==> config.mk <==
export PLATFORM = sky130hd
export DESIGN_NAME = seg_xlate
export DESIGN_NICKNAME = d
export VERILOG_FILES = /design/src/rtl/seg_xlate_pkg.sv /design/src/rtl/seg_table.sv /design/src/rtl/seg_check.sv /design/src/rtl/seg_xlate.sv
export SDC_FILE = /design/constraint.sdc
export NUM_CORES = 1
export LEC_CHECK = 0
export BUFFER_PORTS_ARGS = -buffer_cell sky130_fd_sc_hd__buf_2
export CELL_PAD_IN_SITES_DETAIL_PLACEMENT = 2
export CELL_PAD_IN_SITES_GLOBAL_PLACEMENT = 2
export CORE_UTILIZATION = 45
export DETAILED_ROUTE_END_ITERATION = 12
export GPL_TIMING_DRIVEN = 0
export PLACE_DENSITY_LB_ADDON = 0.1
export SLEW_MARGIN = 0
export SYNTH_ARGS = -nofsm -noshare
export SYNTH_HDL_FRONTEND = slang
export SYNTH_SLANG_ARGS = --single-unit
==> constraint.sdc <==
create_clock -name clk -period 4.4 [get_ports clk]
set_clock_uncertainty 0.15 [all_clocks]
set_input_delay 0.88 -clock clk [delete_from_list [all_inputs] [get_ports clk]]
set_output_delay 0.88 -clock clk [all_outputs]
set_load 0.05 [all_outputs]
==> src/rtl/seg_xlate_pkg.sv <==
package seg_xlate_pkg;

   typedef enum logic [1:0] {
      ACC_READ  = 2'd0,
      ACC_WRITE = 2'd1,
      ACC_EXEC  = 2'd2,
      ACC_RSVD  = 2'd3
   } acc_e;

   typedef enum logic [1:0] {
      CAUSE_NONE   = 2'd0,
      CAUSE_BOUNDS = 2'd1,
      CAUSE_PROT   = 2'd2,
      CAUSE_SEG    = 2'd3
   } cause_e;

   localparam int PERM_R = 0;
   localparam int PERM_W = 1;
   localparam int PERM_X = 2;

endpackage

==> src/rtl/seg_table.sv <==
module seg_table #(
   parameter int SEG_BITS = 3,
   parameter int OFF_BITS = 29,
   parameter int PA_BITS  = 32,
   parameter int ENTRIES  = 8
) (
   input  logic                clk,
   input  logic                rst_n,
   input  logic                wr_en,
   input  logic                wr_priv,
   input  logic [SEG_BITS-1:0] wr_idx,
   input  logic                wr_vld,
   input  logic [2:0]          wr_perm,
   input  logic [PA_BITS-1:0]  wr_base,
   input  logic [OFF_BITS-1:0] wr_lim,
   input  logic [SEG_BITS-1:0] rd_idx,
   output logic                rd_hit,
   output logic [2:0]          rd_perm,
   output logic [PA_BITS-1:0]  rd_base,
   output logic [OFF_BITS-1:0] rd_lim
);

   localparam int SLOTS_MAX = 1 << SEG_BITS;

   if (ENTRIES < 1 || ENTRIES > SLOTS_MAX) begin : g_bad_entries
      $error("seg_table: ENTRIES must lie in 1..2**SEG_BITS");
   end

   logic [ENTRIES-1:0]               vld_q;
   logic [ENTRIES-1:0][2:0]          perm_q;
   logic [ENTRIES-1:0][PA_BITS-1:0]  base_q;
   logic [ENTRIES-1:0][OFF_BITS-1:0] lim_q;

   logic wr_go;
   assign wr_go = wr_en && wr_priv;

   for (genvar i = 0; i < ENTRIES; i++) begin : g_slot
      always_ff @(posedge clk or negedge rst_n) begin
         if (!rst_n) begin
            vld_q[i]  <= 1'b0;
            perm_q[i] <= '0;
            base_q[i] <= '0;
            lim_q[i]  <= '0;
         end else if (wr_go && wr_idx == SEG_BITS'(i)) begin
            vld_q[i]  <= wr_vld;
            perm_q[i] <= wr_perm;
            base_q[i] <= wr_base;
            lim_q[i]  <= wr_lim;
         end
      end
   end

   logic in_rng;
   if (ENTRIES == SLOTS_MAX) begin : g_full
      assign in_rng = 1'b1;
   end else begin : g_part
      assign in_rng = (rd_idx < SEG_BITS'(ENTRIES));
   end

   always_comb begin
      rd_hit  = 1'b0;
      rd_perm = '0;
      rd_base = '0;
      rd_lim  = '0;
      if (in_rng) begin
         rd_hit  = vld_q[rd_idx];
         rd_perm = perm_q[rd_idx];
         rd_base = base_q[rd_idx];
         rd_lim  = lim_q[rd_idx];
      end
   end

   // unprivileged or absent writes leave every slot untouched
   assert_unpriv_stable_R7: assert property (@(posedge clk) disable iff (!rst_n)
      !wr_go |=> ($stable(vld_q) && $stable(perm_q) && $stable(base_q) && $stable(lim_q)));

endmodule

==> src/rtl/seg_check.sv <==
module seg_check
   import seg_xlate_pkg::*;
#(
   parameter int OFF_BITS = 29,
   parameter int PA_BITS  = 32
) (
   input  logic                hit,
   input  logic [2:0]          perm,
   input  logic [PA_BITS-1:0]  base,
   input  logic [OFF_BITS-1:0] lim,
   input  logic [OFF_BITS-1:0] off,
   input  logic [1:0]          acc,
   output logic                ok,
   output cause_e              cause,
   output logic [PA_BITS-1:0]  pa
);

   if (OFF_BITS > PA_BITS) begin : g_bad_widths
      $error("seg_check: OFF_BITS must not exceed PA_BITS");
   end

   logic [PA_BITS-1:0] off_ext;
   if (OFF_BITS == PA_BITS) begin : g_same
      assign off_ext = off;
   end else begin : g_ext
      assign off_ext = {{(PA_BITS-OFF_BITS){1'b0}}, off};
   end

   logic bnd_bad;
   logic acc_ok;

   assign bnd_bad = (off >= lim);

   always_comb begin
      unique case (acc_e'(acc))
         ACC_READ:  acc_ok = perm[PERM_R];
         ACC_WRITE: acc_ok = perm[PERM_W];
         ACC_EXEC:  acc_ok = perm[PERM_X];
         default:   acc_ok = 1'b0;
      endcase
   end

   always_comb begin
      if (!hit)         cause = CAUSE_SEG;
      else if (bnd_bad) cause = CAUSE_BOUNDS;
      else if (!acc_ok) cause = CAUSE_PROT;
      else              cause = CAUSE_NONE;
   end

   assign ok = (cause == CAUSE_NONE);
   assign pa = base + off_ext;

endmodule

==> src/rtl/seg_xlate.sv <==
module seg_xlate
   import seg_xlate_pkg::*;
#(
   parameter int SEG_BITS = 3,
   parameter int OFF_BITS = 29,
   parameter int PA_BITS  = 32,
   parameter int ENTRIES  = 8
) (
   input  logic                clk,
   input  logic                rst_n,
   input  logic                req_valid,
   input  logic [SEG_BITS-1:0] req_seg,
   input  logic [OFF_BITS-1:0] req_off,
   input  logic [1:0]          req_acc,
   input  logic                tw_en,
   input  logic                tw_priv,
   input  logic [SEG_BITS-1:0] tw_idx,
   input  logic                tw_valid,
   input  logic [2:0]          tw_perm,
   input  logic [PA_BITS-1:0]  tw_base,
   input  logic [OFF_BITS-1:0] tw_limit,
   output logic                pa_valid,
   output logic [PA_BITS-1:0]  pa,
   output logic                flt_valid,
   output logic [1:0]          flt_cause
);

   localparam int LA_BITS = SEG_BITS + OFF_BITS;

   if (SEG_BITS < 1 || LA_BITS > 64) begin : g_bad_la
      $error("seg_xlate: logical address split out of range");
   end

   logic                hit;
   logic [2:0]          perm;
   logic [PA_BITS-1:0]  base;
   logic [OFF_BITS-1:0] lim;
   logic                ok;
   cause_e              cause;
   logic [PA_BITS-1:0]  pa_d;

   seg_table #(
      .SEG_BITS(SEG_BITS), .OFF_BITS(OFF_BITS),
      .PA_BITS(PA_BITS),   .ENTRIES(ENTRIES)
   ) u_tbl (
      .clk(clk), .rst_n(rst_n),
      .wr_en(tw_en), .wr_priv(tw_priv), .wr_idx(tw_idx),
      .wr_vld(tw_valid), .wr_perm(tw_perm), .wr_base(tw_base), .wr_lim(tw_limit),
      .rd_idx(req_seg),
      .rd_hit(hit), .rd_perm(perm), .rd_base(base), .rd_lim(lim)
   );

   seg_check #(
      .OFF_BITS(OFF_BITS), .PA_BITS(PA_BITS)
   ) u_chk (
      .hit(hit), .perm(perm), .base(base), .lim(lim),
      .off(req_off), .acc(req_acc),
      .ok(ok), .cause(cause), .pa(pa_d)
   );

   always_ff @(posedge clk or negedge rst_n) begin
      if (!rst_n) begin
         pa_valid  <= 1'b0;
         pa        <= '0;
         flt_valid <= 1'b0;
         flt_cause <= CAUSE_NONE;
      end else begin
         pa_valid  <= req_valid && ok;
         flt_valid <= req_valid && !ok;
         pa        <= (req_valid && ok) ? pa_d : '0;
         flt_cause <= (req_valid && !ok) ? cause : CAUSE_NONE;
      end
   end

   // address and fault strobes are exclusive
   assert_strobe_excl_R6: assert property (@(posedge clk) disable iff (!rst_n)
      !(pa_valid && flt_valid));

   // a fault always carries a nonzero cause and a zeroed address
   assert_fault_cause_R6: assert property (@(posedge clk) disable iff (!rst_n)
      flt_valid |-> (flt_cause != CAUSE_NONE && pa == '0));

   // no request, no response
   assert_idle_quiet_R10: assert property (@(posedge clk) disable iff (!rst_n)
      !req_valid |=> (!pa_valid && !flt_valid));

   // an address is only produced from a valid slot
   assert_valid_slot_R4: assert property (@(posedge clk) disable iff (!rst_n)
      (req_valid && !hit) |=> (flt_valid && flt_cause == CAUSE_SEG));

   // an offset at or past the limit never produces an address
   assert_bounds_block_R2: assert property (@(posedge clk) disable iff (!rst_n)
      (req_valid && req_off >= lim) |=> !pa_valid);

endmodule

==> run metrics, run 1 <==
die width=243.3 µm; global route overflow=0; Synth Flop Type=dfrtp_1; final net count=2089; Core Area=57590 µm²; CP Max Fanout=11; Setup Crit Path Kind=input pin to flip-flop; CTS clk-pin slew, worst paths=0.06 ns; Netlist Area Pre-Place=26210 µm²; Setup violations, final=0; syn avg cell area=15.32 µm²; worst reg2reg startpoint=u_tbl.base_q[160]; DRC marker count from the first detailed-route iteration=678; crit path from=req_seg[0]; crit path max-delay cell type=mux4_2; share of layout cells above drive strength 1=0.5068; die height=243.3 µm; worst reg-to-reg path cell count=12; GRT Resource Usage Total=0.2651; final hold vios=0; gpl congestion=0.8178; Post-synth EDFFs=0; MaxCap Viol Count=0; worst hold-check path type=input pin to async pin; total routed wirelength=75750 µm; vias in the first global route=18470; routed length per instance=27.64 µm; worst path required time=4.76 ns; # port buffers=141; slowest cell delay on critical path=0.54 ns; antenna violations before repair=7; CTS tree=done; CP top delay family=buffers and inverters; pre-CTS setup slack=-2.480 ns; clk_lat worst skew=0.64 ns; Placement Cell Area=28060 µm²; R2R setup slack=0.57 ns; Power Density=518.4 nW/µm²; Area Growth Syn to Fin=15.78%; # IOs=143; Residual DRC=0; largest net degree at the start of global routing=121; Pwr Total=15730 µW; Final WS setup=0.07731 ns; full die area=59210 µm²; htree depth=2; Initial Utilization=0.4551; Num CTS Buffers=61; first-pass GRT wire length=117700 µm; clock sink count=556; Max Clk Rate=231.3 MHz; setup TNS=0 ns; syn nets=1877; Syn Inst Count=1711; crit path time final=4.323 ns; remaining antenna violation count after routing=0; Setup crit end=pa[31]; ys async rst share=1.000; Arr. time, crit path=4.69 ns; most frequent cells in the layout=556 x dfrtp_1, 553 x mux2_2, 143 x buf_2; commonest non-fill, non-tap cell in the layout=dfrtp_1; critical path cell sequence=buf_4 > buf_12 > buf_4 > buf_4 > mux4_2 > mux2_2 > ha_1 > clkbuf_1 > nand3_1 > nor2_1 > and3_1 > a22oi_1 > a2111oi_1 > xor2_1 > nor2_1; fin area=30340 µm²; Slew headroom=0.1906; Worst path depth=15; reg2reg end=pa[28]; drt pass-1 iters=4; Cell Rows=88; crit share post-route=0.9824; post-synthesis sequential area ratio=0.5309; share of the core filled with cells=0.5269; DP Wirelength=51960 µm; CP most frequent cell=buf_4; Unique masters post-synth=56; Max Slew Vio Count=0; number of hold buffers added after cts=0; vias=15950; clk root buf=clkbuf_16; Synth Register Bits=556; CP Capture Type=flip-flop; WP buf/inv=5; CTS Buffer Depth=3; Static Leakage=0.01334 µW; peak supply drop=0.3166 mV; Ys Warns=0; Avg Vias per Cell=5.818; worst-margin pin slew=1.214 ns; status=finished clean; Setup crit start kind=input pin
cell type report:
class	instances	area, µm²
sequential	556	13910
multi-input combinational	1046	11940
clock buffer	85	1737
timing repair buffer	152	898.4
buffer	97	555.5
tap	765	957.2
antenna	3	7.507
clock inverter	28	306.5
inverter	9	33.78
fill	5184	27240
synthesized netlist by cell type (all sizes together) (2+ instances only):
master,number,area share
a2111oi,5,0.0017
a211oi,3,0.00086
a21boi,4,0.0011
a21o,18,0.0052
a21oi,36,0.0070
a221oi,3,0.0012
a31oi,4,0.00095
and3,6,0.0014
buf,24,0.0052
clkbuf,76,0.011
dfrtp,556,0.53
ha,58,0.028
inv,9,0.0013
mux2,553,0.24
mux2i,34,0.013
mux4,129,0.11
nand2,27,0.0040
nand2b,4,0.00095
nand3,11,0.0021
nand3b,3,0.00086
nand4,6,0.0014
nor2,50,0.0072
nor2b,4,0.00095
nor3,13,0.0029
nor3b,3,0.0011
o211ai,5,0.0014
o21a,2,0.00057
o21ai,18,0.0034
o21bai,5,0.0016
or3,2,0.00048
xnor2,14,0.0047
xor2,12,0.0040
registers in the layout, indices dropped and copies added, names as in the netlist:
name,count
flt_cause,2
pa,32
u_tbl.perm_q,24
flt_valid,1
pa_valid,1
u_tbl.base_q,256
u_tbl.vld_q,8
u_tbl.lim_q,232
where the power goes:
part,internal (µW),switching (µW)
Clock,3050,2170
Combinational,1970,1700
Sequential,6250,603
Total,11300,4470
per-layer routing:
metal	routed length (µm)	part of all wire	track usage	up-vias
met5	62	0.00082	0	-
li1	-	-	-	6855
met2	38220	0.50	0.4510	286
met4	1640	0.022	0.07214	10
met1	32510	0.43	0.3514	8664
met3	3324	0.044	0.04362	132
metrics by stage:
stage | hold slack (ns) | std cells
floorplan | 0.3239 | 1711
CTS | 0.1220 | 2736
global route | 0.1530 | 2740
finish | 0.1202 | 2741
global placement | 0.3315 | 2617
detailed placement | 0.3380 | 2622
timing repair:
action                                  in CTS  in global routing
gates resized for setup                     61                 17
pin swaps                                    3                  2
setup buffers                                3                  3
endpoints found under the setup margin      36                 31
kinds of logic (layout without fill, tap and decap cells):
group,count (synthesis),count (layout),share of synthesized area
muxes,716,716,0.3614
DFF,556,556,0.5309
and+or+nand+nor,134,134,0.02468
AOI/OAI and AO/OA,111,111,0.02855
buffers and inverters,109,371,0.01733
adders and majority gates,59,59,0.02845
xor gates and xnor gates,26,26,0.008689
other,0,3,0
worst min path at each step:
stage	end	slack [ns]	start
after floorplan	u_tbl.base_q[95]	0.32	u_tbl.base_q[95]
after global placement	u_tbl.base_q[95]	0.33	u_tbl.base_q[95]
after detailed placement	u_tbl.base_q[83]	0.34	u_tbl.base_q[83]
after CTS	u_tbl.base_q[166]	0.12	rst_n
after global routing	u_tbl.base_q[166]	0.15	rst_n
final	u_tbl.base_q[166]	0.12	rst_n
Note: power is estimated with default switching activity, not from simulation.
==> run 2, diff against run 1 <==
Settings changed: RECOVER_POWER from default to 50.
==> run metrics, run 2 (synthesis results as in run 1) <==
status=finished, violations left; failing checks=max-capacitance violations, max-slew violations; CP Capture Type=flip-flop; DP Wirelength=51960 µm; R2R setup slack=0.57 ns; Setup violations, final=0; Area Growth Syn to Fin=15.54%; drt pass-1 iters=4; remaining antenna violation count after routing=0; Avg Vias per Cell=5.819; share of layout cells above drive strength 1=0.5008; GRT met3 Usage=0.04362; commonest non-fill, non-tap cell in the layout=dfrtp_1; MaxCap Viol Count=2; Num CTS Buffers=61; Setup crit start kind=input pin; clk_lat worst skew=0.64 ns; crit path max-delay cell type=and4b_2; global route overflow=0; Max Clk Rate=231.4 MHz; Core Area=57590 µm²; Power Density=519.3 nW/µm²; # IOs=143; pre-CTS setup slack=-2.480 ns; crit path from=req_seg[1]; Static Leakage=0.01327 µW; met2 Use GR=0.4510; CTS tree=done; Top Registers=u_tbl.base_q (256), u_tbl.lim_q (232), pa (32); Pwr Total=15730 µW; Layout Cells excl Fill=2742; largest net degree at the start of global routing=121; die width=243.3 µm; routed length per instance=27.67 µm; Hold Startpoint=u_tbl.base_q[6]; first-pass GRT wire length=117700 µm; crit path time final=4.322 ns; worst reg-to-reg path cell count=12; vias in the first global route=18470; Initial Utilization=0.4551; DRC marker count from the first detailed-route iteration=692; CTS clk-pin slew, worst paths=0.06 ns; antenna violations before repair=7; placed cells=2622; Slew headroom=-0.5666; total routed wirelength=75870 µm; critical path cell sequence=buf_2 > buf_12 > clkbuf_8 > clkbuf_4 > mux4_2 > mux2i_2 > ha_1 > a21oi_1 > a21boi_0 > o21ai_0 > and4b_2 > nand2_1 > nor3_2 > nand2_2 > buf_4 > nor2_2; htree depth=2; clk root buf=clkbuf_16; gr busiest metal=met2; gpl congestion=0.8178; worst-margin pin slew=2.350 ns; Max Slew Vio Count=203; slowest cell delay on critical path=0.36 ns; die height=243.3 µm; worst hold-check path type=flip-flop to flip-flop; Final WS setup=0.07828 ns; largest register by flop count=u_tbl.base_q; hold path depth=1; M1 GR Usage=0.3514; clock sink count=556; Arr. time, crit path=4.71 ns; # port buffers=141; Cell Rows=88; worst reg2reg startpoint=u_tbl.base_q[224]; worst path required time=4.79 ns; peak supply drop=0.3167 mV; number of hold buffers added after cts=0; Residual DRC=0; final hold vios=0; full die area=59210 µm²; Largest register FFs=256; GRT Resource Usage Total=0.2651; CP Max Fanout=19; Setup Crit Path Kind=input pin to flip-flop; crit share post-route=0.9822; most frequent cells in the layout=556 x dfrtp_1, 552 x mux2_2, 132 x buf_2; vias=15960; final net count=2089; Min-Delay Endpoint=u_tbl.base_q[6]; CTS Buffer Depth=3; Worst Hold Margin=0.3487 ns; reg2reg end=pa[28]
run 2: power by group:
group          total, µW  switching [µW]  internal (µW)
clock network       5220            2170           3050
logic               3660            1700           1960
registers           6850             605           6250
run 2: metrics by stage:
step | setup TNS [ns] | utilization | instance area, µm²
after global placement | -4959.30 | 0.4848 | 27920
after detailed placement | -82.85 | 0.4873 | 28060
final | 0 | 0.5259 | 30280
after floorplan | -0.01734 | - | 26250
after CTS | 0 | 0.5259 | 30290
after global routing | -0.005229 | 0.5258 | 30280
run 2: worst max path at each step:
stage                            to  slack, ns  cells past startpoint
floorplan                    pa[26]      -0.02                     16
global placement    u_tbl.lim_q[51]      -8.89                      1
detailed placement           pa[12]      -2.48                     17
CTS                          pa[12]       0.01                     16
global route                 pa[15]     -0.005                     16
finish                       pa[11]       0.08                     16
run 2: area by class of cell:
cell class / count / area, µm²
Clock buffer: 85 / 1737
Sequential cell: 556 / 13910
Antenna cell: 4 / 10.01
Fill cell: 5188 / 27300
Tap cell: 765 / 957.2
Buffer: 97 / 555.5
Inverter: 9 / 33.78
Clock inverter: 28 / 306.5
Timing Repair Buffer: 152 / 834.6
Multi-Input combinational cell: 1046 / 11940
run 2: worst max-delay path: cells and delay by family:
| family | cells | cell delay [ns] |
|---|---|---|
| AO/OA/AOI/OAI | 3 | 0.53 |
| buffers and inverters | 5 | 1.21 |
| AND/OR/NAND/NOR | 5 | 1.14 |
| adder cells (fa/ha/maj) | 1 | 0.32 |
| multiplexers | 2 | 0.61 |
run 2: metal layers:
metal  vias up  wire, µm
met2       282     38350
met4        10      1631
met1      8675     32780
met5         -        62
li1       6862         -
met3       127      3042
run 2: what timing repair did:
| action | in CTS | in global routing |
|---|---|---|
| setup endpoints to repair | 36 | 31 |
| pin swaps | 3 | 2 |
| gates resized for setup | 61 | 17 |
| buffers inserted | 3 | 3 |
| cloned | 0 | 0 |
==> run 3, diff against run 2 <==
Settings changed: REMOVE_ABC_BUFFERS from default to 1.
==> run metrics, run 3 (synthesis results as in run 1) <==
Setup Crit Path Kind=input pin to flip-flop; placed cells=2545; number of hold buffers added after cts=0; met3 WL post-DR=2657 µm; htree depth=3; highest metal used=met5; Arr. time, crit path=4.55 ns; Top Registers=u_tbl.base_q (256), u_tbl.lim_q (232), pa (32); global route overflow=0; CP Max Fanout=63; Setup crit start kind=input pin; full die area=59210 µm²; CTS Buffer Depth=3; Max Clk Rate=236.4 MHz; vias=15670; cell-internal power=11410 µW; worst hold-check path type=flip-flop to flip-flop; vias in the first global route=18400; antenna violations before repair=14; final hold vios=0; Slew headroom=-0.8341; clock sink count=556; most frequent cells in the layout=556 x dfrtp_1, 550 x mux2_2, 137 x buf_2; fill count=5111; remaining antenna violation count after routing=0; Residual DRC=0; Max Slew Vio Count=256; gpl congestion=0.7472; # port buffers=142; logic gate share of total power=0.229; Num CTS Buffers=66; DRT met1 WL=32970 µm; CP Capture Type=flip-flop; peak supply drop=0.3451 mV; failing checks=max-capacitance violations, max-slew violations; die height=243.3 µm; Setup violations, final=0; DP Wirelength=46480 µm; clk root buf=clkbuf_16; Static Leakage=0.01343 µW; drt pass-1 iters=4; Final WS setup=0.1693 ns; Core Area=57590 µm²; total routed wirelength=76340 µm; routed length on met2=38400 µm; DRC marker count from the first detailed-route iteration=669; largest register by flop count=u_tbl.base_q; pre-CTS setup slack=-2.404 ns; die width=243.3 µm; share of layout cells above drive strength 1=0.5126; largest net degree at the start of global routing=121; Worst Hold Margin=0.3494 ns; Power Density=521.4 nW/µm²; Clk pwr share=0.339; commonest non-fill, non-tap cell in the layout=dfrtp_1; CTS tree=done; Flop pwr share=0.432; final net count=2024; unrepaired setup endpoints after global routing=no; Avg Vias per Cell=5.849; clk_lat worst skew=0.60 ns; share of the core filled with cells=0.5305; Pwr Total=15930 µW; worst-margin pin slew=2.751 ns; GRT Resource Usage Total=0.2657; CTS clk-pin slew, worst paths=0.06 ns; worst path required time=4.72 ns; Largest register FFs=256; status=finished, violations left; first-pass GRT wire length=117100 µm; Initial Utilization=0.4551; Cell Rows=88; MaxCap Viol Count=9; Sw Pwr=4517 µW; crit share post-route=0.9615; sw frac=0.2836; Area Growth Syn to Fin=16.56%; crit path time final=4.231 ns; Layout Cells excl Fill=2679; # IOs=143; routed length per instance=28.50 µm
## run 3: worst max-delay path: stages
cell and delay, ns:
buf_12 0.33, buf_16 0.28, mux4_2 0.36, mux2_2 0.33, ha_1 0.25, fa_1 0.42, a21o_1 0.22, a221o_1 0.35
a21boi_1 0.23, o21ai_0 0.19, a21o_1 0.23, a21oi_1 0.17, xor2_1 0.20, nor2_1 0.06
## run 3: per-stage QoR
stage,TNS (ns),cell area (µm²)
finish,0,30550
global route,0,30540
CTS,0,30530
detailed placement,-72.79,28170
global placement,-6883.40,27460
floorplan,-40.93,25790
## run 3: cell type report
type	count	area, µm²	share of cell area
sequential	556	13910	0.4554
multi-input combinational	1046	11930	0.3904
clock buffer	102	1998	0.06541
timing repair buffer	179	1569	0.05136
tap	765	957.2	0.03133
clock inverter	14	132.6	0.004341
inverter	9	33.78	0.001106
antenna	8	20.02	0.0006553
## run 3: repair_timing
item / CTS / global route
setup endpoints to repair: 36 / 30
pin swaps: 2 / 1
resized for setup: 14 / 8
gates cloned: 4 / 2
setup buffers: 4 / 0
## run 3: power by group through the flow
stage	registers, µW	logic, µW	clock network (µW)
after floorplan	6730	2490	0
after global placement	6790	3370	0
after detailed placement	6910	3540	0
after CTS	6870	3670	5530
after global routing	7000	3950	5700
final	6880	3650	5400
## run 3: layer usage
metal / track usage / up-vias
met5: 0 / -
met4: 0.09323 / 10
met3: 0.04737 / 157
met2: 0.4526 / 257
met1: 0.3406 / 8534
li1: - / 6712
## run 3: worst paths after layout
path,startpoint,end,slack [ns],cells after the start
worst max register to register,u_tbl.lim_q[138],pa[18],0.52,11
min in group asynchronous,rst_n,u_tbl.base_q[46],1.01,1
worst max-delay path,req_seg[1],pa[12],0.17,14
max in group asynchronous,rst_n,u_tbl.lim_q[169],1.00,3
worst min-delay path,u_tbl.lim_q[70],u_tbl.lim_q[70],0.35,1
worst min register to register,u_tbl.lim_q[70],u_tbl.lim_q[70],0.35,1
